### src/rtl/aes_slice_pkg.sv
`timescale 1ns/1ps
package aes_slice_pkg;

  localparam int unsigned ROWS  = 4;
  localparam int unsigned COLS  = 4;
  localparam int unsigned COL_W = $clog2(COLS);
  localparam int unsigned ROW_W = $clog2(ROWS);

  typedef struct packed {
    logic load;
    logic write;
    logic shift;
    logic refresh;
  } ctrlStrobes_t;

  // Rows that rotate left by at most half a row shift left and keep spares
  // above the window; longer rotations are done as a short right shift.
  function automatic int unsigned padHi(int unsigned row);
    return (row <= COLS / 2) ? row : 0;
  endfunction

  function automatic int unsigned padLo(int unsigned row);
    return (row > COLS / 2) ? (COLS - row) : 0;
  endfunction

endpackage

### src/rtl/sst_track.sv
`timescale 1ns/1ps
module sst_track
  import aes_slice_pkg::*;
#(
  parameter int unsigned NLO = 0,
  parameter int unsigned NHI = 0
) (
  input  logic             clk,
  input  logic             rstN,
  input  logic             loadEn,
  input  logic [COLS-1:0]  loadBits,
  input  logic             wrEn,
  input  logic [COL_W-1:0] wrCol,
  input  logic             wrBit,
  input  logic             shiftEn,
  input  logic             refreshEn,
  output logic [COLS-1:0]  window
);

  localparam int unsigned LEN = COLS + NLO + NHI;

  logic [LEN-1:0] cells;
  logic [LEN-1:0] cellsNxt;

  always_comb begin
    cellsNxt = cells;

    // Restore spares from the visible window.
    if (refreshEn) begin
      for (int j = 0; j < NHI; j++) cellsNxt[NLO + COLS + j] = cells[NLO + j];
      for (int j = 0; j < NLO; j++) cellsNxt[j] = cells[COLS + j];
    end

    // Pure shift: spares slide into the window.
    if (shiftEn) begin
      if (NHI > 0) begin
        for (int i = 0; i < LEN - NHI; i++) cellsNxt[i] = cells[i + NHI];
        for (int i = LEN - NHI; i < LEN; i++) cellsNxt[i] = 1'b0;
      end else if (NLO > 0) begin
        for (int i = NLO; i < LEN; i++) cellsNxt[i] = cells[i - NLO];
        for (int i = 0; i < NLO; i++) cellsNxt[i] = 1'b0;
      end
    end

    // Byte port write with its spare copy in the same operation.
    if (wrEn) begin
      for (int c = 0; c < COLS; c++) begin
        if (int'(wrCol) == c) begin
          cellsNxt[NLO + c] = wrBit;
          if (c < NHI) cellsNxt[NLO + COLS + c] = wrBit;
          if (c >= COLS - NLO) cellsNxt[c - (COLS - NLO)] = wrBit;
        end
      end
    end

    if (loadEn) begin
      for (int c = 0; c < COLS; c++) begin
        cellsNxt[NLO + c] = loadBits[c];
        if (c < NHI) cellsNxt[NLO + COLS + c] = loadBits[c];
        if (c >= COLS - NLO) cellsNxt[c - (COLS - NLO)] = loadBits[c];
      end
    end
  end

  always_ff @(posedge clk or negedge rstN) begin
    if (!rstN) cells <= '0;
    else       cells <= cellsNxt;
  end

  assign window = cells[NLO +: COLS];

endmodule

### src/rtl/sst_datapath.sv
`timescale 1ns/1ps
module sst_datapath
  import aes_slice_pkg::*;
#(
  parameter int unsigned BYTE_W = 8
) (
  input  logic                        clk,
  input  logic                        rstN,
  input  ctrlStrobes_t                strobes,
  input  logic [ROWS*COLS*BYTE_W-1:0] loadData,
  input  logic [ROW_W-1:0]            wrRow,
  input  logic [COL_W-1:0]            wrCol,
  input  logic [BYTE_W-1:0]           wrByte,
  output logic [ROWS*COLS*BYTE_W-1:0] stateOut
);

  for (genvar k = 0; k < BYTE_W; k++) begin : g_plane
    for (genvar r = 0; r < ROWS; r++) begin : g_row
      logic [COLS-1:0] loadBits;
      logic [COLS-1:0] window;
      logic            rowWr;

      for (genvar c = 0; c < COLS; c++) begin : g_col
        assign loadBits[c] = loadData[(c*ROWS + r)*BYTE_W + k];
        assign stateOut[(c*ROWS + r)*BYTE_W + k] = window[c];
      end

      assign rowWr = strobes.write && (int'(wrRow) == r);

      sst_track #(
        .NLO(padLo(r)),
        .NHI(padHi(r))
      ) u_track (
        .clk      (clk),
        .rstN     (rstN),
        .loadEn   (strobes.load),
        .loadBits (loadBits),
        .wrEn     (rowWr),
        .wrCol    (wrCol),
        .wrBit    (wrByte[k]),
        .shiftEn  (strobes.shift),
        .refreshEn(strobes.refresh),
        .window   (window)
      );
    end
  end

endmodule

### src/rtl/sst_control.sv
`timescale 1ns/1ps
module sst_control
  import aes_slice_pkg::*;
(
  input  logic         clk,
  input  logic         rstN,
  input  logic         loadValid,
  input  logic         wrEn,
  input  logic         shiftCmd,
  output ctrlStrobes_t strobes,
  output logic         shiftDone
);

  logic refreshDue;
  logic pendShift;
  logic shiftReq;

  assign shiftReq = shiftCmd || pendShift;

  always_comb begin
    strobes.load    = loadValid;
    strobes.shift   = shiftReq && !refreshDue && !loadValid;
    strobes.write   = wrEn && !loadValid && !strobes.shift;
    strobes.refresh = refreshDue;
  end

  always_ff @(posedge clk or negedge rstN) begin
    if (!rstN) begin
      refreshDue <= 1'b0;
      pendShift  <= 1'b0;
      shiftDone  <= 1'b0;
    end else begin
      refreshDue <= strobes.shift;
      pendShift  <= shiftReq && refreshDue && !loadValid;
      shiftDone  <= strobes.shift;
    end
  end

endmodule

### src/rtl/aes_sliced_state.sv
`timescale 1ns/1ps
module aes_sliced_state
  import aes_slice_pkg::*;
#(
  parameter int unsigned BYTE_W = 8
) (
  input  logic                        clk,
  input  logic                        rstN,
  input  logic                        loadValid,
  input  logic [ROWS*COLS*BYTE_W-1:0] loadData,
  input  logic                        wrEn,
  input  logic [ROW_W-1:0]            wrRow,
  input  logic [COL_W-1:0]            wrCol,
  input  logic [BYTE_W-1:0]           wrByte,
  input  logic                        shiftCmd,
  output logic [ROWS*COLS*BYTE_W-1:0] stateOut,
  output logic                        shiftDone
);

  ctrlStrobes_t strobes;

  sst_control u_ctrl (
    .clk      (clk),
    .rstN     (rstN),
    .loadValid(loadValid),
    .wrEn     (wrEn),
    .shiftCmd (shiftCmd),
    .strobes  (strobes),
    .shiftDone(shiftDone)
  );

  sst_datapath #(.BYTE_W(BYTE_W)) u_dp (
    .clk     (clk),
    .rstN    (rstN),
    .strobes (strobes),
    .loadData(loadData),
    .wrRow   (wrRow),
    .wrCol   (wrCol),
    .wrByte  (wrByte),
    .stateOut(stateOut)
  );

endmodule

### config.mk
export PLATFORM = sky130hd
export DESIGN_NAME = aes_sliced_state
export DESIGN_NICKNAME = d
export VERILOG_FILES = /design/src/rtl/aes_slice_pkg.sv /design/src/rtl/sst_track.sv /design/src/rtl/sst_datapath.sv /design/src/rtl/sst_control.sv /design/src/rtl/aes_sliced_state.sv
export SDC_FILE = /design/constraint.sdc
export NUM_CORES = 1
export LEC_CHECK = 0
export BUFFER_PORTS_ARGS = -buffer_cell sky130_fd_sc_hd__buf_2
export CORE_ASPECT_RATIO = 0.6
export CORE_UTILIZATION = 54
export CTS_CLUSTER_DIAMETER = 200
export DETAILED_ROUTE_END_ITERATION = 10
export PLACE_DENSITY = 0.91
export SLEW_MARGIN = 10
export SYNTH_ARGS = -nofsm -noshare
export SYNTH_HDL_FRONTEND = slang
export SYNTH_HIERARCHICAL = 1
export SYNTH_SLANG_ARGS = --single-unit
### constraint.sdc
create_clock -name clk -period 16.54 [get_ports clk]
set_input_delay 4.135 -clock clk [delete_from_list [all_inputs] [get_ports clk]]
set_output_delay 4.135 -clock clk [all_outputs]
set_load 0.01 [all_outputs]
==> run metrics <==
Reg2Reg Depth=7; effective utilization at floorplan=0.5520; launch instance of the worst register-to-register path=u_ctrl/shiftDone$_DFF_PN0_; post-synthesis sequential area ratio=0.3859; setup violation total in the final timing report=0; number of cells on the worst hold path=2; element type at the critical path end=flip-flop; height of the die=110.0 µm; internal cell power=0.0008460 W; Crit Path Max Fanout=~130; Reg2Reg Capture Point=u_dp/g_plane[1].g_row[3].u_track/cells[4]$_DFF_PN0_; most common library cell in the layout ignoring fill and taps=sky130_fd_sc_hd__buf_2; Routed wire per std cell=20.09 µm; Mapped Area=0.01051 mm²; Port Buffer Count=273; number of setup buffers added after CTS=0; Nets=1,348; final standard cell utilization of the core=0.6387; proportion of netlist area held by the largest area contributor=0.3859; TritonCTS Sinks=162; result of the run=complete, no violations; share of post-route cells with drive strength above 1=0.3503; signed area change from the synthesized netlist to the final layout=15.70%; max-slew violation total from the final report=0; count of warnings emitted by yosys=6; Die Wd=182.1 µm; number of cell rows=39; cell taking the most area after synthesis=sky130_fd_sc_hd__dfrtp_1; floorplan core area=approximately 0.019 mm²; via count of the first global-routing pass=roughly 8,700; depth of the CTS H-tree=4; Power, Total=0.001181 W; Distinct cells, synth=30; Mapped Nets=~1,200; PostCTS Resize Cnt=0; final worst path period need=6.856 ns; detailed placement HPWL=approximately 18,000 µm; wire length of the first global-routing pass=45,260 µm; Power per Cell Area=97.19 mW/mm²; maximum number of pins on one net before global-route repair=129; Max Clock Freq=145.9 MHz; Slew Limit Headroom=0.3823; Iteration-0 DRC Markers=853; clock transition at the registers of the reported paths=0.06 ns; most used cells in the layout excluding fill and tap cells=sky130_fd_sc_hd__buf_2 (269), sky130_fd_sc_hd__dfrtp_1 (161), sky130_fd_sc_hd__nor2b_1 (88); CTS Hold Buffers Added=0; largest cells by area after synthesis=sky130_fd_sc_hd__dfrtp_1 (39%), sky130_fd_sc_hd__mux2_2 (7.7%), sky130_fd_sc_hd__buf_4 (7.0%), sky130_fd_sc_hd__mux2i_1 (6.9%), sky130_fd_sc_hd__nor2b_1 (5.2%); number of max-cap violations=0; unrepaired setup endpoints after global routing=no; root cell of the clock tree=sky130_fd_sc_hd__clkbuf_16; number of I/O pins=274; hold worst-path end=u_ctrl/pendShift$_DFF_PN0_; slew at the pin with the worst max-slew slack=~0.9 ns; Routed Wire Length=~30,000 µm; sequential cell fraction of total power=0.400; overall die area=0.02003 mm²; DRC errors left=0; maximum root-to-sink buffer count=2; total number of vias=8,936; Sw Pwr=0.0003353 W; maximum vdd ir drop=0.07281 mV; type of origin of the critical path=input pin; final hold violation count=0; clock tree from TritonCTS=done; setup total negative slack=0 ns; maximum clock skew at final layout=0.01176 ns; aggregate global routing overflow=0; antenna viol nets, final=0; Final period util=0.4145; Leak Pwr=5.497 nW; worst min-delay path startpoint=u_ctrl/pendShift$_DFF_PN0_; total iterations of the first detailed-routing run=5; start-to-end type of the worst setup path=in -> reg; total routing resource utilization after global routing=0.2884; Hold Worst Slack=0.6087 ns; fraction of power spent switching nets=0.2839; share of power burned in the clock network=0.394; path type of the worst min-delay path=reg -> reg; post-detailed-route via-to-cell ratio=a little over 6; worst slack at placement=9.504 ns; mean instance size in the synthesized netlist=10.29 µm²; Comb power frac=0.207; flops & latches, synth=~160; total CTS buffers=17; antenna violations before repair=2; arrival time of data at the critical path endpoint=just over 7 ns; Worst Path Required=16.81 ns; post-synthesis cell count=between 1,000 and 1,500; Skew-Pair Late Insertion Delay=0.43 ns; Final Wtd Congestion=slightly below 0.9; setup slack, reg-to-reg=13.09 ns; worst setup slack after layout=9.684 ns
==> cells in the mapped netlist <==
cell type	count
sky130_fd_sc_hd__dfrtp_1	162
sky130_fd_sc_hd__buf_4	98
sky130_fd_sc_hd__nor2b_1	88
sky130_fd_sc_hd__mux2_2	72
sky130_fd_sc_hd__mux2i_1	72
sky130_fd_sc_hd__a21oi_1	64
sky130_fd_sc_hd__a2111oi_0	40
sky130_fd_sc_hd__nand2_1	40
sky130_fd_sc_hd__nand3b_1	40
sky130_fd_sc_hd__a211oi_1	32
sky130_fd_sc_hd__mux2_1	32
sky130_fd_sc_hd__or3_1	32
sky130_fd_sc_hd__and3b_1	26
sky130_fd_sc_hd__inv_1	25
sky130_fd_sc_hd__nor3b_1	25
sky130_fd_sc_hd__a221oi_1	24
sky130_fd_sc_hd__nand3_1	24
sky130_fd_sc_hd__nor2_1	24
sky130_fd_sc_hd__o21ai_1	24
sky130_fd_sc_hd__a2111oi_2	16
sky130_fd_sc_hd__o21ai_0	16
sky130_fd_sc_hd__nor3b_2	9
sky130_fd_sc_hd__and3_4	8
sky130_fd_sc_hd__buf_2	8
sky130_fd_sc_hd__clkbuf_1	8
sky130_fd_sc_hd__clkbuf_2	8
sky130_fd_sc_hd__and3_2	1
sky130_fd_sc_hd__nor2_2	1
sky130_fd_sc_hd__nor3_1	1
sky130_fd_sc_hd__o211a_1	1
==> how the worst max path moves through the flow <==
| stage | to | start | slack [ns] | cells after the start |
|---|---|---|---|---|
| 6_report | u_dp/g_plane[1].g_row[3].u_track/cells[4]$_DFF_PN0_ | loadValid | 9.68 | 7 |
| 5_1_grt | u_dp/g_plane[2].g_row[2].u_track/cells[0]$_DFF_PN0_ | loadValid | 9.59 | 7 |
| 4_1_cts | u_dp/g_plane[1].g_row[3].u_track/cells[3]$_DFF_PN0_ | loadValid | 9.93 | 7 |
| 3_5_place_dp | u_dp/g_plane[6].g_row[2].u_track/cells[2]$_DFF_PN0_ | loadValid | 9.50 | 7 |
| 3_3_place_gp | u_dp/g_plane[3].g_row[2].u_track/cells[3]$_DFF_PN0_ | loadValid | 9.59 | 7 |
| 2_1_floorplan | u_dp/g_plane[0].g_row[2].u_track/cells[0]$_DFF_PN0_ | loadValid | 0.77 | 3 |
==> layout make-up <==
type                    count  area [µm²]
diodes                      2       5.005
flip-flops and latches    162        4055
clock buffers              20       466.7
repair buffers            285        1476
multi-input cells         712        5523
inverters                  25       93.84
well taps                 246       307.8
clock inverters            12       226.5
fillers                  1517        6877
==> state kept, by name, indices dropped and copies added, names as in the netlist <==
signal,flops
u_dp/g_plane.g_row.u_track/cells,128
u_dp/g_plane.g_row.u_track/window,32
u_ctrl/pendShift,1
u_ctrl/shiftDone,1
==> layer usage <==
layer  vias up  wire length (µm)  track usage
met1      4376             12700       0.3788
met5         -                 0            0
met4         0               359      0.08523
met2       430             13700       0.4633
met3        31              2657      0.08771
li1       4099                 -            -
==> worst max-delay path, cell delays in order <==
cell and delay [ns]:
sky130_fd_sc_hd__clkbuf_8 0.32, sky130_fd_sc_hd__nor3_2 0.33, sky130_fd_sc_hd__buf_4 0.58, sky130_fd_sc_hd__buf_4 0.77, sky130_fd_sc_hd__nor2b_1 0.09, sky130_fd_sc_hd__a2111oi_0 0.54
sky130_fd_sc_hd__a211oi_1 0.13
==> power groups by stage <==
| stage | registers, W | logic (W) | clock network (W) |
|---|---|---|---|
| after floorplan | 0.000472 | 0.000178 | 0 |
| after global routing | 0.000476 | 0.000266 | 0.000487 |
| after global placement | 0.000476 | 0.000233 | 0 |
| after detailed placement | 0.000478 | 0.000240 | 0 |
| after CTS | 0.000471 | 0.000242 | 0.000472 |
| final | 0.000472 | 0.000244 | 0.000465 |
==> metrics by stage <==
stage               instance area (µm²)  std cells
floorplan                         10510       1021
global placement                  11460       1430
detailed placement                11460       1430
CTS                               12150       1462
global route                      12150       1463
finish                            12150       1464
==> logic make-up after synthesis <==
family | synth area share
AOI/OAI and AO/OA | 0.1496
buffers and inverters | 0.08945
DFF | 0.3859
muxes | 0.1801
and+or+nand+nor | 0.1950
Power figures use the tool's default switching activity.
